[config.mk]
export PLATFORM = sky130hd
export DESIGN_NAME = qpi_frame_decoder
export DESIGN_NICKNAME = d
export VERILOG_FILES = /design/src/rtl/qpi_frame_decoder.sv
export SDC_FILE = /design/constraint.sdc
export NUM_CORES = 1
export LEC_CHECK = 0
export BUFFER_PORTS_ARGS = -buffer_cell sky130_fd_sc_hd__buf_2
export CAP_MARGIN = 20
export CORE_MARGIN = 4
export CORE_UTILIZATION = 45
export CTS_CLUSTER_SIZE = 16
export DETAILED_ROUTE_END_ITERATION = 16
export PLACE_DENSITY = 0.68
export SYNTH_ARGS = -nofsm -noshare
export SYNTH_HDL_FRONTEND = slang
export SYNTH_SLANG_ARGS = --single-unit
export TNS_END_PERCENT = 30
[constraint.sdc]
create_clock -name clk -period 2.9 [get_ports clk]
set_clock_uncertainty 0.1 [all_clocks]
set_input_delay 0.145 -clock clk [delete_from_list [all_inputs] [get_ports clk]]
set_output_delay 0.145 -clock clk [all_outputs]
set_load 0.01 [all_outputs]
[src/rtl/qpi_frame_decoder.sv]
module qpi_frame_decoder #(
  parameter int FAST_DUMMY = 8,
  parameter int QIO_DUMMY  = 6,
  parameter int MAX_PROG   = 256,
  parameter int SECTOR_LSB = 12,
  localparam int RC_W = $clog2(MAX_PROG + 1)
) (
  input  logic            clk,
  input  logic            rst_n,
  input  logic            cs_n,
  input  logic [3:0]      sio_in,
  output logic [7:0]      opcode_o,
  output logic [23:0]     addr_o,
  output logic            addr_valid,
  output logic [7:0]      rx_data,
  output logic            rx_valid,
  output logic [RC_W-1:0] rx_count,
  output logic            dout_start,
  output logic            frame_done,
  output logic            rst_fire
);

  localparam int DMAX  = (FAST_DUMMY > QIO_DUMMY) ? FAST_DUMMY : QIO_DUMMY;
  localparam int CLIM  = (DMAX > 6) ? DMAX : 6;
  localparam int CNT_W = $clog2(CLIM + 1);
  localparam logic [23:0] SECT_MASK = ~((24'h1 << SECTOR_LSB) - 24'h1);

  typedef enum logic [3:0] {
    P_IDLE, P_OPC, P_ADDR, P_MODE, P_DUMMY, P_DIN, P_DOUT, P_DONE, P_SKIP
  } phase_t;

  function automatic logic op_known(input logic [7:0] op);
    case (op)
      8'h0B, 8'hEB, 8'h20, 8'h52, 8'hD8, 8'h02, 8'h05, 8'h01,
      8'h06, 8'h04, 8'h60, 8'hC7, 8'hB0, 8'h30, 8'hB9, 8'h66, 8'h99: return 1'b1;
      default: return 1'b0;
    endcase
  endfunction

  function automatic logic op_has_addr(input logic [7:0] op);
    case (op)
      8'h0B, 8'hEB, 8'h20, 8'h52, 8'hD8, 8'h02: return 1'b1;
      default: return 1'b0;
    endcase
  endfunction

  function automatic phase_t tail_phase(input logic [7:0] op);
    case (op)
      8'h05:        return P_DOUT;
      8'h01, 8'h02: return P_DIN;
      default:      return P_DONE;
    endcase
  endfunction

  phase_t           phase;
  logic [CNT_W-1:0] cnt;
  logic [3:0]       hi_q;
  logic [19:0]      addr_sh;
  logic             armed;

  wire [7:0]       byte_in  = {hi_q, sio_in};
  wire [23:0]      addr_in  = {addr_sh, sio_in};
  wire [RC_W-1:0]  rx_lim   = (opcode_o == 8'h01) ? RC_W'(1) : RC_W'(MAX_PROG);
  wire [CNT_W-1:0] dum_last = (opcode_o == 8'hEB) ? CNT_W'(QIO_DUMMY - 1)
                                                  : CNT_W'(FAST_DUMMY - 1);
  wire frame_ok = (phase == P_DONE) || (phase == P_DOUT) ||
                  (phase == P_DIN && !cnt[0] && rx_count != '0);

  always_ff @(posedge clk or negedge rst_n) begin
    if (!rst_n) begin
      phase      <= P_IDLE;
      cnt        <= '0;
      hi_q       <= '0;
      addr_sh    <= '0;
      armed      <= 1'b0;
      opcode_o   <= '0;
      addr_o     <= '0;
      addr_valid <= 1'b0;
      rx_data    <= '0;
      rx_valid   <= 1'b0;
      rx_count   <= '0;
      dout_start <= 1'b0;
      frame_done <= 1'b0;
      rst_fire   <= 1'b0;
    end else begin
      addr_valid <= 1'b0;
      rx_valid   <= 1'b0;
      dout_start <= 1'b0;
      frame_done <= 1'b0;
      rst_fire   <= 1'b0;
      if (cs_n) begin
        if (phase != P_IDLE) begin
          frame_done <= frame_ok;
          rst_fire   <= frame_ok && opcode_o == 8'h99 && armed;
          armed      <= frame_ok && opcode_o == 8'h66;
          phase      <= P_IDLE;
        end
      end else begin
        cnt <= cnt + 1'b1;
        case (phase)
          P_IDLE: begin
            hi_q     <= sio_in;
            rx_count <= '0;
            phase    <= P_OPC;
          end
          P_OPC: begin
            opcode_o <= byte_in;
            cnt      <= '0;
            if (!op_known(byte_in)) phase <= P_SKIP;
            else if (op_has_addr(byte_in)) phase <= P_ADDR;
            else begin
              phase      <= tail_phase(byte_in);
              dout_start <= (byte_in == 8'h05);
            end
          end
          P_ADDR: begin
            addr_sh <= addr_in[19:0];
            if (cnt == CNT_W'(5)) begin
              cnt        <= '0;
              addr_valid <= 1'b1;
              addr_o     <= (opcode_o == 8'h20) ? (addr_in & SECT_MASK) : addr_in;
              if (opcode_o == 8'hEB) phase <= P_MODE;
              else if (opcode_o == 8'h0B) phase <= P_DUMMY;
              else phase <= tail_phase(opcode_o);
            end
          end
          P_MODE: begin
            if (cnt[0]) begin
              cnt   <= '0;
              phase <= P_DUMMY;
            end
          end
          P_DUMMY: begin
            if (cnt == dum_last) begin
              phase      <= P_DOUT;
              dout_start <= 1'b1;
            end
          end
          P_DIN: begin
            if (!cnt[0]) hi_q <= sio_in;
            else if (rx_count < rx_lim) begin
              rx_data  <= byte_in;
              rx_valid <= 1'b1;
              rx_count <= rx_count + 1'b1;
              if (opcode_o == 8'h01) phase <= P_DONE;
            end
          end
          default: ;
        endcase
      end
    end
  end

endmodule

==> flow_summary.json <==
{
  "status": "completed",
  "end_kind": "flip-flop",
  "die_w_um": 103.6,
  "core-area_um2": 8806,
  "drtIter0Drc": 209,
  "yosysTopAreaCell": "dfrtp_1",
  "syn-cell-area_um2": 4116,
  "clock-sinks": 87,
  "detail_route.drc_violations": 0,
  "cts_setup_buffers": 0,
  "maxCapViolCount": 0,
  "pwr-share-clk_pct": 24.1,
  "worst_hold_slack_ps": 28.17,
  "initial_core_util_pct": 46.75,
  "nFillCells": 783,
  "multi_input_area_um2": 1822,
  "synthTopCellsByArea": "dfrtp_1 53%, mux2_2 14%, a22o_1 2.6%",
  "cts.path.max_buffers": 2,
  "stdcell_area_um2": 4776,
  "tritoncts": "yes",
  "syn_avg_cell_area_um2": 11.56,
  "n_antenna_cell": 0,
  "antenna_found_initial": 0,
  "synth_common_cells": "87 x dfrtp_1, 52 x mux2_2, 23 x nor2_1, 20 x clkbuf_1, 17 x a21oi_1",
  "clk_pin_slew_ps": 90,
  "required_ps": 3080,
  "p_switching_mw": 1.393,
  "synth_most_common_cell": "dfrtp_1",
  "final_antenna_net_count": 0,
  "synth-warning-count": 0,
  "setup.worst_path.start_class": "flip-flop",
  "drive_gt1_share_pct": 35.15,
  "grt_first_pass_wirelength_mm": 15.14,
  "finalCriticalPeriod_ps": 2552,
  "grt_pass1_vias": 3037,
  "slew_headroom_pct": 56.99,
  "power.total_mw": 3.849,
  "drv_slew": 0,
  "cellInternalPower_mw": 2.456,
  "p_per_area_nw_per_um2": 806.0,
  "via_per_inst": 5.737,
  "cts_root_buffer": "clkbuf_8",
  "vdd_ir_drop_max_v": 0.0006259,
  "setup_viol": 0,
  "die_area_um2": 10740,
  "rsz0062_at_grt": "false",
  "place.gp.congestion": 0.8354,
  "seqPwrFrac_pct": 46.4,
  "synthFlopType": "dfrtp_1",
  "clkLatencyLatePin_ps": 350,
  "hp-class": "input port to flip-flop",
  "post-route-period-util_pct": 88.00,
  "areaGrowthSynthToFinish_pct": 16.02,
  "p_leak_nw": 2.373,
  "synth_top_cell_area_share_pct": 52.89,
  "postPlaceCellArea_um2": 4542,
  "h-tree-depth": 3,
  "synth_seq_cells": 87,
  "vias": 3035,
  "ff_latch_area_um2": 2177,
  "avgRoutedWirePerCell_um": 16.62,
  "row_count": 34,
  "synth-async-reset-ratio_pct": 100.0,
  "yosysSeqAreaShare_pct": 52.89,
  "grt_max_degree": 39,
  "track_usage_pct": 16.99,
  "grt-ovfl-total": 0,
  "worst_slew_pin_slew_ps": 642.8,
  "drt-total-wl_mm": 8.793,
  "switching_share_pct": 36.20,
  "hpwl_mm": 6.096,
  "dr.pass1.iters": 4,
  "synth.distinct_cells": 57,
  "cts_buffers": 9,
  "worst-path-max-fanout": 9,
  "portBuffers": 60,
  "io-pin-count": 61,
  "syn_nets": 368,
  "fmax_mhz": 391.9,
  "path_class": "flip-flop to flip-flop",
  "hold_viol_final": 0,
  "finalSetupTns_ps": 0,
  "nets": 429,
  "synth_edf_count": 0,
  "die_h_um": 103.6,
  "syn_inst": 356,
  "arrival_ps": 2740,
  "combPwrFrac_pct": 29.5
}
[repair_timing]
item	4_1_cts	5_1_grt
hold buffers	1	0
hold endpoints to repair	36	0
resized for setup	0	0
[worst paths after layout]
| path | start | to | slack, ps | cells after the start |
|---|---|---|---|---|
| worst max-delay path | rx_count[7]$_DFFE_PN0P_ | rx_count[5]$_DFFE_PN0P_ | 350 | 6 |
| worst min-delay path | cs_n | dout_start$_DFF_PN0_ | 30 | 2 |
| min in group asynchronous | rst_n | rx_count[4]$_DFFE_PN0P_ | 200 | 2 |
| max in group asynchronous | rst_n | rx_data[3]$_DFFE_PN0P_ | 1760 | 3 |
| worst max register to register | rx_count[7]$_DFFE_PN0P_ | rx_count[5]$_DFFE_PN0P_ | 350 | 6 |
| worst min register to register | addr_o[16]$_DFFE_PN0P_ | addr_o[16]$_DFFE_PN0P_ | 410 | 1 |
[power by group through the flow]
stage / registers, mW / logic [mW] / clock network [mW]
5_1_grt: 1.83 / 1.27 / 0.998
3_3_place_gp: 1.78 / 1.11 / 0
2_1_floorplan: 1.66 / 0.924 / 0
6_report: 1.78 / 1.14 / 0.928
3_5_place_dp: 1.80 / 1.13 / 0
4_1_cts: 1.78 / 1.14 / 0.951
[sequential cells by signal (all words and copies together) (netlist names)]
register,count
phase,4
cnt,4
addr_valid,1
rst_fire,1
rx_valid,1
addr_o,24
opcode_o,8
dout_start,1
hi_q,4
armed,1
rx_data,8
addr_sh,20
rx_count,9
frame_done,1
[layout by cell type, fill, tap and decap left out, types with 3 or more instances in the layout]
master and instances:
mux2_2 52, mux2i_1 3, inv_1 9, clkbuf_8 9, nand4_1 5, a22o_1 12, nand3_1 10, buf_4 11
o211ai_1 3, or4_1 5, nor3b_1 4, nand2_1 14, nor2_1 23, buf_2 59, ha_1 5, dfrtp_1 87
a21oi_1 17, o31ai_1 3, xnor2_1 5, o21ai_0 12, nor2b_1 6, nor3_1 8, nor4_1 7, nand2b_1 3
[logic make-up after synthesis]
kind of cell	after synthesis	synth area share, %
and+or+nand+nor	108	15.53
adders and majority gates	5	1.520
xor gates and xnor gates	6	1.277
buffers and inverters	31	3.009
muxes	55	14.95
DFF	87	52.89
AOI/OAI and AO/OA	64	10.82
[per-stage QoR]
stage          utilization [%]  cells  worst slack (ps)
2_1_floorplan                -    356             412.9
5_1_grt                  54.23    529             167.4
4_1_cts                  54.15    528             340.0
3_3_place_gp             51.58    512             403.1
6_report                 54.23    529             348.0
3_5_place_dp             51.58    512             362.3
[final cells by class]
class                      count  share of cell area, %
inverter                      10                 0.7860
clock inverter                 6                  1.939
tap                          108                  2.829
timing repair buffer          71                  8.122
multi-input combinational    238                  38.15
clock buffer                   9                  2.594
sequential                    87                  45.59
[layer usage]
layer  GRT usage, %  vias to the layer above  part of all wire [%]
li1               -                     1442                     -
met1          23.51                     1528                    48
met2          26.73                       55                    47
met3          3.358                       10                   4.1
met4          6.078                        0                   1.4
met5              0                        -                     0
[critical path, stage by stage, from the launching register on]
cell,delay [ps]
dfrtp_1,430
or4_4,570
nor4_4,280
nor3_2,110
or2_1,320
or4_1,530
a21oi_1,150
No activity file was read; power rests on OpenSTA's default activity.
